### src/rtl/gpio_share_pkg.sv
package gpio_share_pkg;

    localparam int NPIN     = 8;
    localparam int NSPI     = 4;
    localparam int NTMR     = 2;
    localparam int NUART    = 2;

    localparam int PIN_SCK  = 7;
    localparam int PIN_MOSI = 6;
    localparam int PIN_MISO = 5;
    localparam int PIN_SS   = 4;
    localparam int PIN_TC0  = 2;
    localparam int PIN_RX   = 1;
    localparam int PIN_TX   = 0;

    typedef enum logic {
        REG_DATA = 1'b0,
        REG_DIR  = 1'b1
    } reg_sel_e;

    typedef struct packed {
        logic owned;
        logic oe;
        logic val;
    } pin_req_t;

    typedef struct packed {
        logic en;
        logic master;
        logic modf_en;
        logic sck;
        logic mosi;
        logic miso;
    } spi_side_t;

    typedef struct packed {
        logic en;
        logic oe;
        logic val;
    } tmr_side_t;

    typedef struct packed {
        logic rx_en;
        logic tx_en;
        logic tx;
    } uart_side_t;

    function automatic logic ss_released(spi_side_t s);
        return !s.en || (s.master && !s.modf_en);
    endfunction

    function automatic pin_req_t mk_req(logic owned, logic oe, logic val);
        pin_req_t r;
        r.owned = owned;
        r.oe    = owned & oe;
        r.val   = owned & val;
        return r;
    endfunction

endpackage

### src/rtl/gpio_share_regs.sv
module gpio_share_regs
    import gpio_share_pkg::*;
(
    input  logic            clk,
    input  logic            rst,
    input  logic            data_we,
    input  logic            dir_we,
    input  logic [NPIN-1:0] wdata,
    output logic [NPIN-1:0] data_q,
    output logic [NPIN-1:0] dir_q
);
    // The data latch has no reset on purpose.
    always_ff @(posedge clk) begin
        if (data_we && !rst) data_q <= wdata;
    end

    always_ff @(posedge clk) begin
        if (rst)         dir_q <= '0;
        else if (dir_we) dir_q <= wdata;
    end
endmodule

### src/rtl/gpio_share_owner.sv
module gpio_share_owner
    import gpio_share_pkg::*;
(
    input  spi_side_t              spi,
    input  tmr_side_t [NTMR-1:0]   tmr,
    input  uart_side_t             uart,
    output pin_req_t  [NPIN-1:0]   req
);
    pin_req_t [NSPI-1:0]  spi_req;
    pin_req_t [NTMR-1:0]  tmr_req;
    pin_req_t [NUART-1:0] uart_req;

    // SPI group, index 3..0 = clock, MOSI, MISO, slave select
    always_comb begin
        spi_req[3] = mk_req(spi.en, spi.master,  spi.sck);
        spi_req[2] = mk_req(spi.en, spi.master,  spi.mosi);
        spi_req[1] = mk_req(spi.en, !spi.master, spi.miso);
        spi_req[0] = mk_req(!ss_released(spi), 1'b0, 1'b0);
    end

    for (genvar k = 0; k < NTMR; k++) begin : g_tmr
        assign tmr_req[k] = mk_req(tmr[k].en, tmr[k].oe, tmr[k].val);
    end

    always_comb begin
        uart_req[1] = mk_req(uart.rx_en, 1'b0, 1'b0);
        uart_req[0] = mk_req(uart.tx_en, 1'b1, uart.tx);
    end

    assign req = {spi_req, tmr_req, uart_req};
endmodule

### src/rtl/gpio_share_mux.sv
module gpio_share_mux
    import gpio_share_pkg::*;
(
    input  pin_req_t [NPIN-1:0] req,
    input  logic     [NPIN-1:0] data_q,
    input  logic     [NPIN-1:0] dir_q,
    input  logic     [NPIN-1:0] pad_in,
    output logic     [NPIN-1:0] pad_out,
    output logic     [NPIN-1:0] pad_oe,
    output logic     [NPIN-1:0] rd_pins
);
    for (genvar i = 0; i < NPIN; i++) begin : g_pin
        assign pad_oe[i]  = req[i].owned ? req[i].oe  : dir_q[i];
        assign pad_out[i] = req[i].owned ? req[i].val : data_q[i];
        assign rd_pins[i] = pad_oe[i] ? pad_out[i] : pad_in[i];
    end
endmodule

### src/rtl/gpio_share_port.sv
module gpio_share_port
    import gpio_share_pkg::*;
(
    input  logic            clk,
    input  logic            rst,
    input  logic            bus_sel,
    input  logic            bus_wr,
    input  logic            bus_addr,
    input  logic [NPIN-1:0] bus_wdata,
    output logic [NPIN-1:0] bus_rdata,
    input  logic            spi_en,
    input  logic            spi_master,
    input  logic            spi_modf_en,
    input  logic            spi_sck_o,
    input  logic            spi_mosi_o,
    input  logic            spi_miso_o,
    input  logic            tmr1_en,
    input  logic            tmr1_oe,
    input  logic            tmr1_o,
    input  logic            tmr0_en,
    input  logic            tmr0_oe,
    input  logic            tmr0_o,
    input  logic            uart_rx_en,
    input  logic            uart_tx_en,
    input  logic            uart_tx_o,
    input  logic [NPIN-1:0] pad_in,
    output logic [NPIN-1:0] pad_out,
    output logic [NPIN-1:0] pad_oe
);
    reg_sel_e             sel;
    logic                 wr_hit;
    logic [NPIN-1:0]      data_q;
    logic [NPIN-1:0]      dir_q;
    logic [NPIN-1:0]      rd_pins;
    spi_side_t            spi;
    tmr_side_t [NTMR-1:0] tmr;
    uart_side_t           uart;
    pin_req_t  [NPIN-1:0] req;

    assign sel    = reg_sel_e'(bus_addr);
    assign wr_hit = bus_sel && bus_wr;

    assign spi  = '{en: spi_en, master: spi_master, modf_en: spi_modf_en,
                    sck: spi_sck_o, mosi: spi_mosi_o, miso: spi_miso_o};
    assign tmr[1] = '{en: tmr1_en, oe: tmr1_oe, val: tmr1_o};
    assign tmr[0] = '{en: tmr0_en, oe: tmr0_oe, val: tmr0_o};
    assign uart = '{rx_en: uart_rx_en, tx_en: uart_tx_en, tx: uart_tx_o};

    gpio_share_regs u_regs (
        .clk    (clk),
        .rst    (rst),
        .data_we(wr_hit && sel == REG_DATA),
        .dir_we (wr_hit && sel == REG_DIR),
        .wdata  (bus_wdata),
        .data_q (data_q),
        .dir_q  (dir_q)
    );

    gpio_share_owner u_owner (
        .spi (spi),
        .tmr (tmr),
        .uart(uart),
        .req (req)
    );

    gpio_share_mux u_mux (
        .req    (req),
        .data_q (data_q),
        .dir_q  (dir_q),
        .pad_in (pad_in),
        .pad_out(pad_out),
        .pad_oe (pad_oe),
        .rd_pins(rd_pins)
    );

    always_comb begin
        if (!bus_sel)             bus_rdata = '0;
        else if (sel == REG_DIR)  bus_rdata = dir_q;
        else                      bus_rdata = rd_pins;
    end
endmodule

### config.mk
export PLATFORM = sky130hd
export DESIGN_NAME = gpio_share_port
export DESIGN_NICKNAME = d
export VERILOG_FILES = /design/src/rtl/gpio_share_pkg.sv /design/src/rtl/gpio_share_regs.sv /design/src/rtl/gpio_share_owner.sv /design/src/rtl/gpio_share_mux.sv /design/src/rtl/gpio_share_port.sv
export SDC_FILE = /design/constraint.sdc
export NUM_CORES = 1
export LEC_CHECK = 0
export BUFFER_PORTS_ARGS = -buffer_cell sky130_fd_sc_hd__buf_4
export CAP_MARGIN = 20
export CORE_UTILIZATION = 38
export DETAILED_ROUTE_END_ITERATION = 8
export MAX_ROUTING_LAYER = met4
export PLACE_DENSITY = 0.78
export REMOVE_ABC_BUFFERS = 1
export SLEW_MARGIN = 20
export SYNTH_ARGS = -nofsm -noshare
export SYNTH_HDL_FRONTEND = slang
export SYNTH_SLANG_ARGS = --single-unit
export TNS_END_PERCENT = 50
### constraint.sdc
create_clock -name clk -period 1.3 [get_ports clk]
set_input_delay 0.13 -clock clk [delete_from_list [all_inputs] [get_ports clk]]
set_output_delay 0.13 -clock clk [all_outputs]
set_load 0.01 [all_outputs]
== Word-level counts from Yosys, hierarchy flattened ==
Index checks and enable logic that the tools add are counted.

* Output and inout port bits: 24
* Register bits: 16

* Reduce and logical (&&, ||, !) cells: 10
* Multiplexer cells: 26
* Bitwise gates (word level): 11

{| class="wikitable"
|+ Operators with widths
! cell !! number
|-
| $mux W1 || 24
|-
| $mux W8 || 2
|-
| $and A1 B1 Y1 || 10
|-
| $logic_and A1 B1 Y1 || 5
|-
| $logic_not A1 Y1 || 4
|-
| $logic_or A1 B1 Y1 || 1
|-
| $not A1 Y1 || 1
|}

== Logic depth before layout (Yosys ltp) ==
Gate-level depths: netlist of the first run.

* Depth after elaboration: 7
* Mapped depth: 4
* Gate-level depth less buffers: 3

== Modules after synthesis ==
A second synthesis of the first run with hierarchy kept.

* Cells, all modules: 121
* Area, all modules: 1,341.3 um2

{| class="wikitable"
|+ Modules (own cells, without submodules)
! module !! times used !! seq. area each (um2) !! area each (um2) !! cells each
|-
| gpio_share_regs || 1 || 400.4 || 533.0 || 35
|-
| gpio_share_mux || 1 || 0.0 || 473.0 || 40
|-
| gpio_share_owner || 1 || 0.0 || 178.9 || 26
|-
| gpio_share_port || 1 || 0.0 || 156.4 || 20
|}

== Worst setup path before layout of the first run ==
Ideal clock, no wire load.

* Path type: input -> register
* From: input rst
* To: register u_regs.data_q[0] (enable)
* Required time: 917 ps
* Arrival time: 954 ps
* Path buffers: 1
* Stages on the path: 2
* Setup slack: -37 ps
* Library setup time: 383 ps
* Path through: buf_1 nor3_1

* Cells in the longest elaborated chain, start to end: 2

{| class="wikitable"
|+ Ends and longest elaborated chain
! element !! RTL line !! source
|-
| start, declared || gpio_share_port.sv:5 || <nowiki>input logic rst,</nowiki>
|-
| $logic_not A1 Y1 || gpio_share_regs.sv:14 || <nowiki>if (data_we && !rst) data_q <= wdata;</nowiki>
|-
| $logic_and A1 B1 Y1 || gpio_share_regs.sv:14 ||
|-
| end signal, assigned || gpio_share_regs.sv:14 ||
|-
| end, declared || gpio_share_regs.sv:9 || <nowiki>output logic [NPIN-1:0] data_q,</nowiki>
|}

Every way passes these cells.
A chain may end at the register's enable or synchronous reset.

== Worst setup path after layout of the first run ==
* From: register u_regs.dir_q[3]
* To: output bus_rdata[3]

* Cells in the longest elaborated chain, start to end: 4

{| class="wikitable"
|+ Ends and longest elaborated chain
! element !! RTL line !! source
|-
| start, declared || gpio_share_regs.sv:10 || <nowiki>output logic [NPIN-1:0] dir_q</nowiki>
|-
| start signal, assigned || gpio_share_regs.sv:19 || <nowiki>else if (dir_we) dir_q <= wdata;</nowiki>
|-
| $mux W1 || gpio_share_mux.sv:13 || <nowiki>assign pad_oe[i] = req[i].owned ? req[i].oe : dir_q[i];</nowiki>
|-
| $mux W1 || gpio_share_mux.sv:15 || <nowiki>assign rd_pins[i] = pad_oe[i] ? pad_out[i] : pad_in[i];</nowiki>
|-
| $mux W8 * || gpio_share_port.sv:78 || <nowiki>else if (sel == REG_DIR) bus_rdata = dir_q;</nowiki>
|-
| $mux W8 * || gpio_share_port.sv:77 || <nowiki>if (!bus_sel) bus_rdata = '0;</nowiki>
|-
| end, declared || gpio_share_port.sv:10 || <nowiki>output logic [NPIN-1:0] bus_rdata,</nowiki>
|}

Mark *: on every way between the ends. The rest lies on a longest branch, timed or not.

==> impl_metrics.ini, run 1 <==
[timing]
hold_viol = 0
fin_skew_ps = 0
setup_violations = 8
tightest_slew_ps = 397.9
finalCriticalPeriod_ps = 1413
report.final.slew_viol_count = 0
relSlewSlack = 0.7348
timing.final.crit_share = 1.087
fmax_mhz = 707.9
tns_ps = -457.9
rsz0062_at_grt = yes
layout_setup_ws_ps = -112.7

[floorplanning]
pin_count = 60
die_x_um = 53.10
die_y_um = 53.10
die_area_sq_um = 2820
initial_core_util = 0.4005
core_sq_um = 2477
rows = 18

[synth]
ys_top_cells_by_area = edfxtp_1, dfxtp_1, mux2i_1
synth_edf_count = 8
async_flop_share = 0
synth_cells = 96
ys_types = 34
yosysWarningCount = 0
yosys.area.top_type = edfxtp_1
ys_ff_latch = 16
synth-main-ff-cell = edfxtp_1
syn-cell-area_sq_um = 992.2
yosysSeqAreaShare = 0.4035
syn_area_per_cell_sq_um = 10.34
synth.top_cell.area_share = 0.2421

[grt]
grt_max_degree = 16
overflow = 0
grt_pass1_vias = 927
gr-usage-all-layers = 0.1984
grt_pass1_wl_um = 3995
antenna_found_initial = 0

[cts]
clk_latency_ps = 270
h-tree-depth = 1
cts_tree = built
root_buffer = clkbuf_4
cts_buffers = 3
cts-hold-fix-buffers = 0
clock-sinks = 16
clk_pin_slew_ps = 90
clockBufferDepth = 2

[final_layout]
multi_input_area_sq_um = 598.1
n_antenna_cell = 0
seqCellArea_sq_um = 406.6
mostFrequentLayoutCell = buf_4
final_nets = 198
layout_common_cells = buf_4, mux2_4, nor2_1
final_cell_count_no_fill = 191
fin_util = 0.6404
drive_gt1_frac = 0.5776
fillerInstances = 203
area_growth_pct = 59.90

[outcome]
violations = negative setup slack
status = finished with violations

[routing]
vias = 999
wl_per_cell_um = 14.25
routed_via_density = 5.230
firstDrtPassIters = 4
initialDrtViolationCount = 25
drc = 0
wl_um = 2722
ant_nets = 0

[worst_setup_path]
crit_required_ps = 1170
worstSetupPathType = reg2out
crit_path_cell_trace = mux2_4 -> o211ai_1 -> buf_4
cp-start-kind = flip-flop
critPathMaxStageDelay_ps = 330
worst-endpoint-arrival_ps = 1280
path_max_fanout = 3
end_kind = output port
slowest_stage = dfxtp_1

[power]
p_per_area_nw_per_um2 = 735.3
ir_drop_mv = 0.6944
p_total_uw = 1167
leakagePower_uw = 0.0007633

[placement]
place_inst = 183
gp_congestion = 0.7042
port_buffers = 59
hpwl_um = 2056
place_ws_ps = 82.18

[job]
drv_cap = 0

[min_path]
hold_class = in2reg
report_power, final:
part | internal (uW) | total [uW] | switching (uW)
Combinational | 207 | 357 | 150
Clock | 119 | 255 | 137
Sequential | 545 | 555 | 9.93
cell type report:
type                    count  area share
clock buffers               4     0.01656
inverters                   2    0.004732
multi-input cells          73      0.3770
flip-flops and latches     16      0.2563
well taps                  30     0.02366
repair buffers             66      0.3218
cell usage after synthesis, drive strengths merged (2+ instances only):
cell type,number
mux2,10
nand3b,2
o211ai,6
nor2,9
inv,2
nand3,11
nand2,6
nor2b,3
and2,2
mux2i,8
edfxtp,8
buf,5
dfxtp,8
o2111ai,2
metal layers:
metal,global-route usage,share of wire,vias up
met4,0.05263,0.0092,0
met3,0.01724,0.044,4
met2,0.3354,0.51,37
li1,-,-,487
met1,0.2535,0.44,471
met5,-,0,-
worst max-delay path, delay by kind of cell (launching register included):
| family | cells | cell delay (ps) |
|---|---|---|
| flops | 1 | 330 |
| mux | 1 | 290 |
| compound gates | 1 | 220 |
| buf+inv | 1 | 160 |
repair_timing:
item / in CTS / in global routing
gates resized for setup: 14 / 7
setup endpoints to repair: 8 / 9
pin swaps: 7 / 4
buffers inserted: 3 / 1
state kept, by name (all words and copies together) (netlist names):
| register | cells |
|---|---|
| u_regs.data_q | 8 |
| u_regs.dir_q | 8 |
worst paths after layout:
| path | slack (ps) | cells past startpoint | from | to |
|---|---|---|---|---|
| setup / recovery | -110 | 3 | u_regs.dir_q[3]$_SDFFE_PP0P_ | bus_rdata[3] |
| hold / removal | 40 | 1 | bus_wdata[4] | u_regs.data_q[4]$_DFFE_PP_ |
| setup reg to reg | 530 | 3 | u_regs.dir_q[4]$_SDFFE_PP0P_ | u_regs.dir_q[4]$_SDFFE_PP0P_ |
| hold reg to reg | 520 | 2 | u_regs.dir_q[1]$_SDFFE_PP0P_ | u_regs.dir_q[1]$_SDFFE_PP0P_ |
cells by family after synthesis:
group | share of synthesized area
flip-flops | 0.4035
buffers and inverters | 0.04665
AND/OR/NAND/NOR | 0.2144
multiplexers | 0.2131
AO/OA/AOI/OAI | 0.1223
per-stage QoR:
step / hold slack (ps) / cell area [sq um]
2_1_floorplan: 202.4 / 953.4
3_3_place_gp: 318.4 / 1456
3_5_place_dp: 318.4 / 1456
4_1_cts: 29.50 / 1549
5_1_grt: 9.137 / 1587
6_report: 36.61 / 1587
Power figures use the tool's default switching activity.
==> run 2, diff against run 1 <==
CORE_UTILIZATION = 40   (was 38)
PLACE_DENSITY = 0.75   (was 0.78)
SYNTH_HIERARCHICAL = 1   (was default)
==> run 2 against run 1 <==
Net effect: the run still ends with negative setup slack left; die area up 27%; clock power increased by 28%; final cell count rose by 20%; hold slack got worse by 12 ps; critical path type unchanged.
==> impl_metrics.ini, run 2 <==
[synth]
synth_top_family_by_area = multiplexers
ys_types = 16
yosysSeqAreaShare = 0.2985
synth_cells = 121
ys_top_cells_by_area = mux2i_1, edfxtp_1, mux2_4
async_flop_share = 0
yosys.area.top_type = mux2i_1
yosysWarningCount = 6
synth_most_common_cell = mux2i_1
synthXorXnorAreaFrac = 0
synth-main-ff-cell = edfxtp_1
synth_edf_count = 8
synthMuxAreaShare = 0.4720
synth_compound_area_frac = 0.008396
syn-cell-area_sq_um = 1341
synth.top_cell.area_share = 0.2985
syn_area_per_cell_sq_um = 11.09
synth-simple-area-share = 0.1222
ys_ff_latch = 16
yosys-top-cells-count = mux2i_1, mux2_4, buf_4
yosys.area_share.adder = 0

[worst_setup_path]
path_max_fanout = 2
cpMostUsedCell = mux2i_1
worstSetupPathType = reg2out
crit_path_cell_trace = mux2i_1 -> mux2i_1 -> mux2i_1 -> nor2b_1 -> buf_4
cp_top_family = multiplexers
crit_required_ps = 1170
end_kind = output port
slowest_stage = dfxtp_4
cp-start-kind = flip-flop
critical_path_buf_inv_count = 1
critPathMaxStageDelay_ps = 360
worst-endpoint-arrival_ps = 1320

[final_layout]
n_antenna_cell = 0
mostFrequentLayoutCell = buf_4
layout_common_cells = buf_4, mux2i_1, buf_6, mux2_4, nor2b_1
area_growth_pct = 45.71
final_cell_count_no_fill = 230
final_nets = 223
drive_gt1_frac = 0.5538
top_regs = u_regs/data_q x8, u_regs/dir_q x8

[routing]
route.met2.wl_um = 1689
wl_per_cell_um = 13.50
ant_nets = 0
firstDrtPassIters = 4
highest_layer = met4
initialDrtViolationCount = 26
vias = 1102
wl_met3_um = 150
routed_via_density = 4.791
wl_um = 3105
drc = 0
wl_met1_um = 1212

[timing]
holdWs_ps = 24.27
fmax_mhz = 691.4
finalCriticalPeriod_ps = 1446
setup_violations = 14
tns_ps = -1089
report.final.slew_viol_count = 0
fin_skew_ps = 0
rsz0062_at_grt = yes
hold_viol = 0
timing.final.crit_share = 1.113
layout_setup_ws_ps = -146.4

[grt]
grt_max_degree = 12
overflow = 0
grt_pass1_wl_um = 5043
grt_pass1_vias = 1156
antenna_found_initial = 0
gr-usage-all-layers = 0.1993

[floorplanning]
rows = 20
pin_count = 60
die_y_um = 59.91
die_area_sq_um = 3589
die_x_um = 59.91
core_sq_um = 3128
initial_core_util = 0.4288

[cts]
clk_latency_ps = 280
clk_pin_slew_ps = 90
h-tree-depth = 1
cts_buffers = 3
cts-hold-fix-buffers = 0
clock-sinks = 16
root_buffer = clkbuf_4
clockBufferDepth = 2
cts_tree = built

[power]
p_total_uw = 1334
p_per_area_nw_per_um2 = 682.4
leakagePower_uw = 0.0009244
ir_drop_mv = 0.4459

[placement]
gp_congestion = 0.7346
port_buffers = 59
place_inst = 215
hpwl_um = 2397
place_ws_ps = 5.398

[outcome]
status = finished with violations
violations = negative setup slack

[min_path]
hold_class = in2reg

[job]
drv_cap = 0
run 2: per-layer routing:
layer,global-route usage,vias up
met1,0.1989,510
met2,0.3778,38
li1,-,550
met4,0.09967,0
met5,-,-
met3,0.02165,4
run 2: cells by family (layout without fill, tap and decap cells):
family | count (synthesis) | after routing
multiplexers | 56 | 56
AND/OR/NAND/NOR | 30 | 30
buffers and inverters | 17 | 79
flip-flops | 16 | 16
other | 1 | 4
AO/OA/AOI/OAI | 1 | 1
run 2: cell type report:
| class | count | area (sq um) |
|---|---|---|
| clock buffers | 4 | 36.28 |
| fillers | 272 | 1174 |
| inverters | 1 | 3.754 |
| multi-input cells | 91 | 827.0 |
| flip-flops and latches | 16 | 420.4 |
| well taps | 44 | 55.05 |
| repair buffers | 74 | 611.8 |
run 2: path summary, 6_finish.rpt:
check | end | cells past startpoint | startpoint | slack (ps)
setup / recovery | bus_rdata[7] | 5 | u_regs/dir_q[7]$_SDFFE_PP0P_ | -150
hold / removal | u_regs/data_q[1]$_DFFE_PP_ | 1 | bus_wdata[1] | 20
setup reg to reg | u_regs/dir_q[7]$_SDFFE_PP0P_ | 4 | u_regs/dir_q[7]$_SDFFE_PP0P_ | 380
hold reg to reg | u_regs/dir_q[0]$_SDFFE_PP0P_ | 2 | u_regs/dir_q[0]$_SDFFE_PP0P_ | 540
run 2: where the power goes:
part,internal [uW],switching (uW),leakage (uW)
Clock,171,157,0.0000210
Combinational,276,177,0.000761
Sequential,541,12.2,0.000143
run 2: metrics by stage:
step,instance area [sq um],utilization
after floorplan,1227,-
after global placement,1755,0.5612
after detailed placement,1755,0.5612
after CTS,1863,0.5956
after global routing,1954,0.6248
final,1954,0.6248
run 2: repair_timing:
item                                    4_1_cts  5_1_grt
resized for setup                            15       13
buffers inserted                              5        6
endpoints found under the setup margin        8       14
